## config.mk

```make
export PLATFORM = sky130hd
export DESIGN_NAME = auPtrInterp
export DESIGN_NICKNAME = d
export VERILOG_FILES = /design/src/rtl/auPtrPkg.sv /design/src/rtl/auPtrDatapath.sv /design/src/rtl/auPtrControl.sv /design/src/rtl/auPtrInterp.sv
export SDC_FILE = /design/constraint.sdc
export NUM_CORES = 1
export LEC_CHECK = 0
export ABC_AREA = 0
export BUFFER_PORTS_ARGS = -buffer_cell sky130_fd_sc_hd__buf_2
export CAP_MARGIN = 10
export CELL_PAD_IN_SITES_DETAIL_PLACEMENT = 2
export CELL_PAD_IN_SITES_GLOBAL_PLACEMENT = 2
export CORE_ASPECT_RATIO = 2
export CORE_MARGIN = 1.5
export CORE_UTILIZATION = 36
export DETAILED_ROUTE_END_ITERATION = 6
export PLACE_DENSITY = 0.79
export SKIP_CTS_REPAIR_TIMING = 1
export SLEW_MARGIN = 20
export SYNTH_ARGS = -nofsm -noshare
export SYNTH_HDL_FRONTEND = slang
export SYNTH_SLANG_ARGS = --single-unit
```

## constraint.sdc

```tcl
create_clock -name clk -period 4.7 [get_ports clk]
set_clock_uncertainty 0.05 [all_clocks]
set_input_delay 0.47 -clock clk [delete_from_list [all_inputs] [get_ports clk]]
set_output_delay 0.47 -clock clk [all_outputs]
set_load 0.05 [all_outputs]
```

## src/rtl/auPtrPkg.sv

```systemverilog
package auPtrPkg;
  localparam int PTR_W = 10;
  localparam logic [PTR_W-1:0] ODD_MASK  = 10'h2AA;
  localparam logic [PTR_W-1:0] EVEN_MASK = 10'h155;
  localparam int FLIP_MAJ = 3;

  typedef struct packed {
    logic             eval;
    logic             allOnes;
    logic             ndfEn;
    logic             ndfNorm;
    logic             inRange;
    logic [PTR_W-1:0] ptr;
  } frameClass_t;

  typedef struct packed {
    logic fillOnes;
  } ctrlStrobe_t;
endpackage

```

## src/rtl/auPtrDatapath.sv

```systemverilog
module auPtrDatapath import auPtrPkg::*; #(
  parameter int PTR_MAX = 782
) (
  input  logic        clk,
  input  logic        rstN,
  input  logic [7:0]  dataIn,
  input  logic        h1Strobe,
  input  logic        h2Strobe,
  input  logic        payloadEn,
  input  ctrlStrobe_t strb,
  output frameClass_t cls,
  output logic [7:0]  dataOut
);
  logic [7:0] h1Reg;
  logic [3:0] ndf;

  always_ff @(posedge clk) begin
    if (!rstN) begin
      h1Reg   <= '0;
      dataOut <= '0;
    end else begin
      if (h1Strobe) h1Reg <= dataIn;
      dataOut <= (payloadEn && strb.fillOnes) ? 8'hFF : dataIn;
    end
  end

  assign ndf = h1Reg[7:4];

  always_comb begin
    cls.eval    = h2Strobe;
    cls.ptr     = {h1Reg[1:0], dataIn};
    cls.allOnes = (h1Reg == 8'hFF) && (dataIn == 8'hFF);
    cls.ndfEn   = $countones(ndf ^ 4'b1001) <= 1;
    cls.ndfNorm = $countones(ndf ^ 4'b0110) <= 1;
    cls.inRange = cls.ptr <= PTR_W'(PTR_MAX);
  end
endmodule

```

## src/rtl/auPtrControl.sv

```systemverilog
module auPtrControl import auPtrPkg::*; #(
  parameter int PTR_MAX  = 782,
  parameter int ACCEPT_N = 3,
  parameter int LOP_N    = 8,
  parameter int AIS_N    = 3,
  parameter int GUARD_N  = 3
) (
  input  logic             clk,
  input  logic             rstN,
  input  frameClass_t      cls,
  input  logic             forceAis,
  output ctrlStrobe_t      strb,
  output logic [PTR_W-1:0] ptrValue,
  output logic             lopAlarm,
  output logic             aisAlarm,
  output logic             incEvent,
  output logic             decEvent
);
  localparam int AW = $clog2(ACCEPT_N + 1);
  localparam int LW = $clog2(LOP_N + 1);
  localparam int SW = $clog2(AIS_N + 1);
  localparam int GW = $clog2(GUARD_N + 1);
  localparam logic [AW-1:0] ACC_LAST = AW'(ACCEPT_N - 1);
  localparam logic [LW-1:0] LOP_LAST = LW'(LOP_N - 1);
  localparam logic [SW-1:0] AIS_LAST = SW'(AIS_N - 1);
  localparam logic [GW-1:0] GUARD_OK = GW'(GUARD_N);
  localparam logic [PTR_W-1:0] TOP = PTR_W'(PTR_MAX);

  typedef enum logic [1:0] {ST_NORM, ST_LOP, ST_AIS} ptrState_e;

  ptrState_e st, stN;
  logic [PTR_W-1:0] act, actN, cand, candN;
  logic [AW-1:0] cCnt, cCntN;
  logic [LW-1:0] inv, invN, ndfC, ndfN;
  logic [SW-1:0] aisC, aisN;
  logic [GW-1:0] sc, scN;
  logic incN, decN, oddFlip, evenFlip;

  assign oddFlip  = $countones((cls.ptr ^ act) & ODD_MASK)  >= FLIP_MAJ;
  assign evenFlip = $countones((cls.ptr ^ act) & EVEN_MASK) >= FLIP_MAJ;

  always_comb begin
    stN = st; actN = act; candN = cand; cCntN = cCnt; invN = inv;
    ndfN = ndfC; aisN = aisC; scN = sc; incN = incEvent; decN = decEvent;
    if (cls.eval) begin
      scN  = (sc == GUARD_OK) ? sc : sc + 1'b1;
      incN = 1'b0;
      decN = 1'b0;
      aisN = '0;
      if (cls.allOnes) begin
        ndfN = '0; cCntN = '0;
        aisN = aisC + 1'b1;
        if (aisC == AIS_LAST) begin
          stN = ST_AIS; aisN = '0; invN = '0;
        end
      end else if (st == ST_NORM && cls.ndfEn && cls.inRange) begin
        actN = cls.ptr; scN = '0; invN = '0; cCntN = '0;
        ndfN = ndfC + 1'b1;
        if (ndfC == LOP_LAST) begin
          stN = ST_LOP; ndfN = '0;
        end
      end else if (st == ST_NORM && cls.ndfNorm && cls.ptr == act) begin
        invN = '0; ndfN = '0; cCntN = '0;
      end else if (st == ST_NORM && cls.ndfNorm && (oddFlip != evenFlip)) begin
        ndfN = '0;
        if (sc == GUARD_OK) begin
          scN = '0; invN = '0; cCntN = '0;
          if (oddFlip) begin
            actN = (act == TOP) ? '0 : act + 1'b1;
            incN = 1'b1;
          end else begin
            actN = (act == '0) ? TOP : act - 1'b1;
            decN = 1'b1;
          end
        end
      end else if (cls.ndfNorm && cls.inRange) begin
        ndfN  = '0;
        candN = cls.ptr;
        cCntN = (cls.ptr == cand && cCnt != '0) ? cCnt + 1'b1 : AW'(1);
        if (cls.ptr == cand && cCnt == ACC_LAST) begin
          actN = cls.ptr; stN = ST_NORM; scN = '0; invN = '0; cCntN = '0;
        end else if (st != ST_LOP) begin
          invN = inv + 1'b1;
          if (inv == LOP_LAST) begin
            stN = ST_LOP; invN = '0;
          end
        end
      end else begin
        ndfN = '0; cCntN = '0;
        if (st != ST_LOP) begin
          invN = inv + 1'b1;
          if (inv == LOP_LAST) begin
            stN = ST_LOP; invN = '0;
          end
        end
      end
    end
  end

  always_ff @(posedge clk) begin
    if (!rstN) begin
      st <= ST_LOP; act <= '0; cand <= '0; cCnt <= '0; inv <= '0;
      ndfC <= '0; aisC <= '0; sc <= '0; incEvent <= 1'b0; decEvent <= 1'b0;
    end else begin
      st <= stN; act <= actN; cand <= candN; cCnt <= cCntN; inv <= invN;
      ndfC <= ndfN; aisC <= aisN; sc <= scN; incEvent <= incN; decEvent <= decN;
    end
  end

  assign ptrValue      = act;
  assign lopAlarm      = (st == ST_LOP);
  assign aisAlarm      = (st == ST_AIS);
  assign strb.fillOnes = lopAlarm | aisAlarm | forceAis;
endmodule

```

## src/rtl/auPtrInterp.sv

```systemverilog
module auPtrInterp import auPtrPkg::*; #(
  parameter int PTR_MAX  = 782,
  parameter int ACCEPT_N = 3,
  parameter int LOP_N    = 8,
  parameter int AIS_N    = 3,
  parameter int GUARD_N  = 3
) (
  input  logic       clk,
  input  logic       rstN,
  input  logic [7:0] dataIn,
  input  logic       h1Strobe,
  input  logic       h2Strobe,
  input  logic       payloadEn,
  input  logic       forceAis,
  output logic [7:0] dataOut,
  output logic [9:0] ptrValue,
  output logic       lopAlarm,
  output logic       aisAlarm,
  output logic       incEvent,
  output logic       decEvent
);
  frameClass_t cls;
  ctrlStrobe_t strb;

  auPtrDatapath #(.PTR_MAX(PTR_MAX)) u_dp (
    .clk(clk), .rstN(rstN), .dataIn(dataIn), .h1Strobe(h1Strobe),
    .h2Strobe(h2Strobe), .payloadEn(payloadEn), .strb(strb),
    .cls(cls), .dataOut(dataOut)
  );

  auPtrControl #(
    .PTR_MAX(PTR_MAX), .ACCEPT_N(ACCEPT_N), .LOP_N(LOP_N),
    .AIS_N(AIS_N), .GUARD_N(GUARD_N)
  ) u_ctl (
    .clk(clk), .rstN(rstN), .cls(cls), .forceAis(forceAis), .strb(strb),
    .ptrValue(ptrValue), .lopAlarm(lopAlarm), .aisAlarm(aisAlarm),
    .incEvent(incEvent), .decEvent(decEvent)
  );
endmodule

```

# [After elaboration in Yosys (flattened, before gate mapping)]
# Index checks and enable logic that the tools add are counted.
[word_totals] regBits=54 latch_bits=0 ramBits=0 mem_bits_ro=0 in_bits=14 n_memories=0
[op_classes] addsub=21 multipliers=0 div_mod_pow=0 magnitude_cmp=5 eq_ne=21 n_shift=0 muxes=63 bitwise=9 reduce_logical=20
[op_table] operator="adder 32 bit" count=4
[op_table] operator="two-way mux 10 bit" count=9
[op_table] operator="adder 32 x 1 -> 32 bit" count=2
[op_table] operator=">= comparator 32 x 3 -> 1 bit, second input constant" count=2
[op_table] operator="less-or-equal comparator 32 x 2 -> 1 bit, second input constant" count=2
[op_table] operator="two-way mux 2 bit" count=28
[op_table] operator="two-way mux 4 bit" count=13
[op_table] operator="equality test 10 bit" count=2
[op_table] operator="adder 1 x 1 -> 2 bit" count=8
[op_table] operator="equality test 8 bit, second input constant" count=2
[op_table] operator="two-way mux 1 bit" count=12
[op_table] operator="AND reduction 6 bit" count=2
[op_table] operator="adder 10 x 1 -> 10 bit, second input constant" count=1
[op_table] operator="equality test 10 bit, second input constant" count=1
[op_table] operator="less-or-equal comparator 10 bit, second input constant" count=1
[op_table] operator="logical AND 1 bit" count=10
[op_table] operator="zero test 10 bit" count=1
[op_table] operator="subtractor 10 x 1 -> 10 bit, second input constant" count=1
[op_table] operator="bitwise XOR 10 bit" count=1
[op_table] operator="adder 4 x 1 -> 4 bit, second input constant" count=2
[op_table] operator="equality test 2 bit, second input constant" count=4
[op_table] operator="equality test 4 x 3 -> 1 bit, second input constant" count=2
[op_table] operator="two-way mux 8 bit" count=1
[op_table] operator="adder 2 x 1 -> 2 bit, second input constant" count=3
[op_table] operator="16 further kinds" count=25

# [Longest topological paths before layout]
[logic_depth] ltp_word=11 depth_mapped=13 depth_no_buf=11

# [Hierarchy]
# A second synthesis with hierarchy kept.
[unflattened] hier_cells=465 area_unflattened_um2=4021.4
[by_module_without_submodules] mod="auPtrControl" instances=1 cells_each=386 area_each_um2=3214.3 seq_area_each_um2=760.7
[by_module_without_submodules] mod="auPtrDatapath" instances=1 cells_each=79 area_each_um2=807.0 seq_area_each_um2=320.3

# [Worst setup path after synthesis]
# No wires, ideal clock.
[synth_timing] kind="register to register" from="register u_ctl.act[1] (netlist: u_ctl.ptrValue[1])" to="register u_ctl.act[3] (netlist: u_ctl.ptrValue[3])" setup_ns=0.126 arrival_time_ns=3.793 required_time_ns=4.524 slack_ns=0.731 path_stages_with_launch=13 path_buffers=2 period_less_slack_ns=3.969 cell_sequence="dfxtp_1 clkbuf_1 xor2_1 ha_1 fa_1 fa_1 a21oi_1 clkbuf_1 a41oi_1 and3_1 or4_1 o211ai_1 mux2i_1"
[synth_via] elab_chain_cells=10 elab_cells_between_ends=25
[synth_lines] element="from (decl)" line="auPtrControl.sv:32" text="logic [PTR_W-1:0] act, actN, cand, candN;"
[synth_lines] element="from (signal assigned)" line="auPtrControl.sv:105" text="st <= stN; act <= actN; cand <= candN; cCnt <= cCntN; inv <= invN;"
[synth_lines] element="bitwise XOR 10 bit"
[synth_lines] element="adder 1 x 1 -> 2 bit (implied by the code)" line="auPtrControl.sv:39" text="assign oddFlip = $countones((cls.ptr ^ act) & ODD_MASK) >= FLIP_MAJ;"
[synth_lines] element="adder 32 bit (implied by the code)" line="auPtrControl.sv:39"
[synth_lines] element="adder 32 x 1 -> 32 bit (implied by the code)" line="auPtrControl.sv:39"
[synth_lines] element=">= comparator 32 x 3 -> 1 bit" line="auPtrControl.sv:39"
[synth_lines] element="two-way mux 10 bit / != test 1 bit (equally long branches)" line="auPtrControl.sv:68, auPtrControl.sv:64"
[synth_lines] element="two-way mux 10 bit / logical AND 1 bit (equally long branches)" line="auPtrControl.sv:66, auPtrControl.sv:64"
[synth_lines] element="two-way mux 10 bit" line="auPtrControl.sv:64" text="end else if (st == ST_NORM && cls.ndfNorm && (oddFlip != evenFlip)) begin"
[synth_lines] element="two-way mux 10 bit" line="auPtrControl.sv:62" text="end else if (st == ST_NORM && cls.ndfNorm && cls.ptr == act) begin"
[synth_lines] element="two-way mux 10 bit" line="auPtrControl.sv:56" text="end else if (st == ST_NORM && cls.ndfEn && cls.inRange) begin"
# Parallel ways exist; a longest one is shown, timed or not. The select of a mux whose other input is x is not followed.
# A chain may end at the register's enable or synchronous reset.

# [Worst setup path after layout]
[layout_timing] from="register u_ctl.act[7] (netlist: u_ctl.ptrValue[7])" to="register u_ctl.cand[5]"
[layout_via] elab_chain_cells=9 elab_cells_between_ends=12
[layout_lines] element="bitwise XOR 10 bit"
[layout_lines] element="adder 1 x 1 -> 2 bit (implied by the code)" line="auPtrControl.sv:39"
[layout_lines] element="adder 32 bit (implied by the code)" line="auPtrControl.sv:39"
[layout_lines] element="adder 32 x 1 -> 32 bit (implied by the code)" line="auPtrControl.sv:39"
[layout_lines] element=">= comparator 32 x 3 -> 1 bit" line="auPtrControl.sv:39"
[layout_lines] element="!= test 1 bit" line="auPtrControl.sv:64"
[layout_lines] element="logical AND 1 bit" line="auPtrControl.sv:64"
[layout_lines] element="NOT 1 bit (no source line)"
[layout_lines] element="AND reduction 6 bit (no source line) (*)"
[layout_lines] element="to (signal assigned)" line="auPtrControl.sv:105"
[layout_lines] element="to (decl)" line="auPtrControl.sv:32"
# Every way passes the cells marked *; elsewhere a longest branch is shown, timed or not.

==> metrics <==
Max-Cap Viols=0; DRT Wirelength=approximately 13000 um; die width=between 70 and 80 um; total core area=0.0101 mm2; Post-synth top cells=dfxtp_1, nor2_1, mux2i_1, nand2_1, ha_1; outcome=complete, no violations; hpwl dp=9520 um; Top FF cell, synth=dfxtp_1; final total power=~1100 uW; period utilization=89.0%; Hold Vio Cnt, Final=0; Tightest Pin Transition=876 ps; register area share after synthesis=~29%; EDFF count, synth=0; Worst Setup End Kind=flip-flop; Net Sw Frac=32.1%; area delta synth->final=11.9%; Pwr per Cell Area=266 mW/mm2; synthesized area=0.00376 mm2; Via density=5.72; CTS tree=yes; Synthesized Nets=around 500; total negative slack=0 ps; vias=3462; VDD IR max=0.179 mV; initial antenna violation count=0; Die Height=147 um; Boundary Pins=36; Root Buffer=clkbuf_16; Psw=359 uW; post-layout util=41.4%; # rows=52; # DRC=0; Syn Inst Count=approximately 450; initial core utilization=between 30% and 40%; largest net degree at the start of global routing=36; layout cell share with drive strength beyond 1=14.5%; Clock Path Buffers=2; clock buffer count from CTS=5; critical path launch point type=flip-flop; final setup vio count=0; Worst EP arrival=4310 ps; number of synthesized register bits=54; drt first pass iters=4; Clk Latency, worst-skew pair=310 ps; GRT overflow=0; P_leak=0.00186 uW; Avg WL per Cell=20.9 um; RePlAce Congestion=0.876; diode count=0; first-pass GRT wire length=20600 um; Detailed Route Iter0 Violations=111; clock sink total=54; syn_area_per_cell=~8.4 um2; ys async rst share=0%; Slew headroom=40.9%; area of the die=0.0111 mm2; clock transition at the registers of the reported paths=80 ps; min-delay worst type=reg -> reg; I/O Buffers=35; Tmin final=4190 ps; P_int=758 uW; NumNets Final=514; htree depth=2; post-synth cell types=66; Fmax achieved=0.239 GHz; Clock Power Share=between 30% and 40%; vias in the first global route=between 3000 and 4000; RSZ-0062 raised after global routing=false; fin. max-slew vios=0; Fillers=1179; synth warn=0; worst-path fanout max=11; Required @ worst endpoint=4820 ps; Flop pwr share=43.5%; Detail Route Antenna Nets=0; total track usage=between 20% and 30%; Yosys top cell area share=28.8%; critical path type=reg -> reg; final hold slack=approximately 420 ps; most common cell in the netlist=dfxtp_1; largest area contributor in the netlist=dfxtp_1; Gate power share=a little over 20%; top cells by area, synth=dfxtp_1, ha_1, mux2i_1
[through the flow]
stage / instance area, um2 / std cells / setup WS, ps
finish: 4200 / 605 / 515
global route: 4200 / 605 / 286
CTS: 4200 / 605 / 494
detailed placement: 4050 / 597 / 559
global placement: 4050 / 597 / 696
floorplan: 3760 / 449 / 731
[cell families after synthesis]
logic type | count (synthesis) | share of synthesized area [%]
AO/OA/AOI/OAI | 83 | 15.9
XOR/XNOR | 29 | 6.76
adder cells (fa/ha/maj) | 31 | 11.1
buffers and inverters | 58 | 6.49
flip-flops | 54 | 28.8
multiplexers | 30 | 8.03
AND/OR/NAND/NOR | 164 | 23.0
[worst max-delay path, cell delays in order (launching register included)]
cell     delay, ps
dfxtp_1        600
xor2_1         250
ha_1           280
fa_1           420
fa_1           520
a21o_1         350
xnor2_1        200
o22ai_1        140
or4b_1         820
mux2i_1        320
nor2_1          90
[layer usage]
layer,track usage (%),part of all wire [%],up-vias
met1,25.9,36,1752
met2,47.3,59,54
met4,9.55,3.2,0
met3,2.45,1.8,18
li1,-,-,1638
met5,0,0,-
[cells in the final DEF (no fill, tap or decap), types with 4 or more instances in the layout]
| master | Yosys | routed |
|---|---|---|
| a21oi_1 | 16 | 16 |
| a31oi_1 | 6 | 6 |
| and2_1 | 5 | 5 |
| buf_2 | 9 | 35 |
| buf_4 | 2 | 15 |
| clkbuf_16 | 0 | 5 |
| dfxtp_1 | 54 | 54 |
| fa_1 | 4 | 4 |
| ha_1 | 27 | 27 |
| inv_1 | 20 | 20 |
| mux2i_1 | 29 | 29 |
| nand2_1 | 29 | 29 |
| nand2b_1 | 4 | 4 |
| nand3_1 | 15 | 15 |
| nand3b_1 | 5 | 5 |
| nand4_1 | 9 | 9 |
| nor2_1 | 52 | 52 |
| nor3_1 | 14 | 14 |
| o211ai_1 | 7 | 7 |
| o21ai_0 | 11 | 11 |
| o21ai_1 | 5 | 5 |
| o31ai_1 | 6 | 6 |
| or4_1 | 4 | 4 |
| xnor2_1 | 19 | 19 |
| xor2_1 | 10 | 10 |
[worst paths after layout]
kind | startpoint | endpoint | slack, ps | depth (start not counted)
min | u_ctl.incEvent | u_ctl.incEvent | 420 | 2
max reg2reg | u_ctl.ptrValue[7] | u_ctl.cand[5] | 510 | 10
min reg2reg | u_ctl.incEvent | u_ctl.incEvent | 420 | 2
max | u_ctl.ptrValue[7] | u_ctl.cand[5] | 510 | 10
[power groups by stage]
| stage | logic [uW] | registers, uW | clock network [uW] |
|---|---|---|---|
| 2_1_floorplan | 150 | 509 | 0 |
| 3_3_place_gp | 214 | 495 | 0 |
| 3_5_place_dp | 227 | 496 | 0 |
| 4_1_cts | 232 | 486 | 414 |
| 5_1_grt | 254 | 488 | 430 |
| 6_report | 230 | 486 | 402 |
[registers in the layout (all words and copies together) (netlist names)]
signal / count
u_dp.dataOut: 8
u_ctl.inv: 4
u_ctl.incEvent: 1
u_dp.h1Reg: 8
u_ctl.ndfC: 4
u_ctl.aisC: 2
u_ctl.st: 2
u_ctl.ptrValue: 10
u_ctl.cand: 10
u_ctl.sc: 2
u_ctl.cCnt: 2
u_ctl.decEvent: 1
[final cells by class]
cell class / instances / area [um2] / share of cell area, %
inverter: 21 / 78.8 / 1.88
clock buffer: 5 / 125 / 2.98
clock inverter: 3 / 28.8 / 0.685
tap: 135 / 169 / 4.02
timing repair buffer: 50 / 288 / 6.85
multi-input combinational: 337 / 2430 / 57.9
sequential: 54 / 1080 / 25.7
No activity file was read; power rests on OpenSTA's default activity.
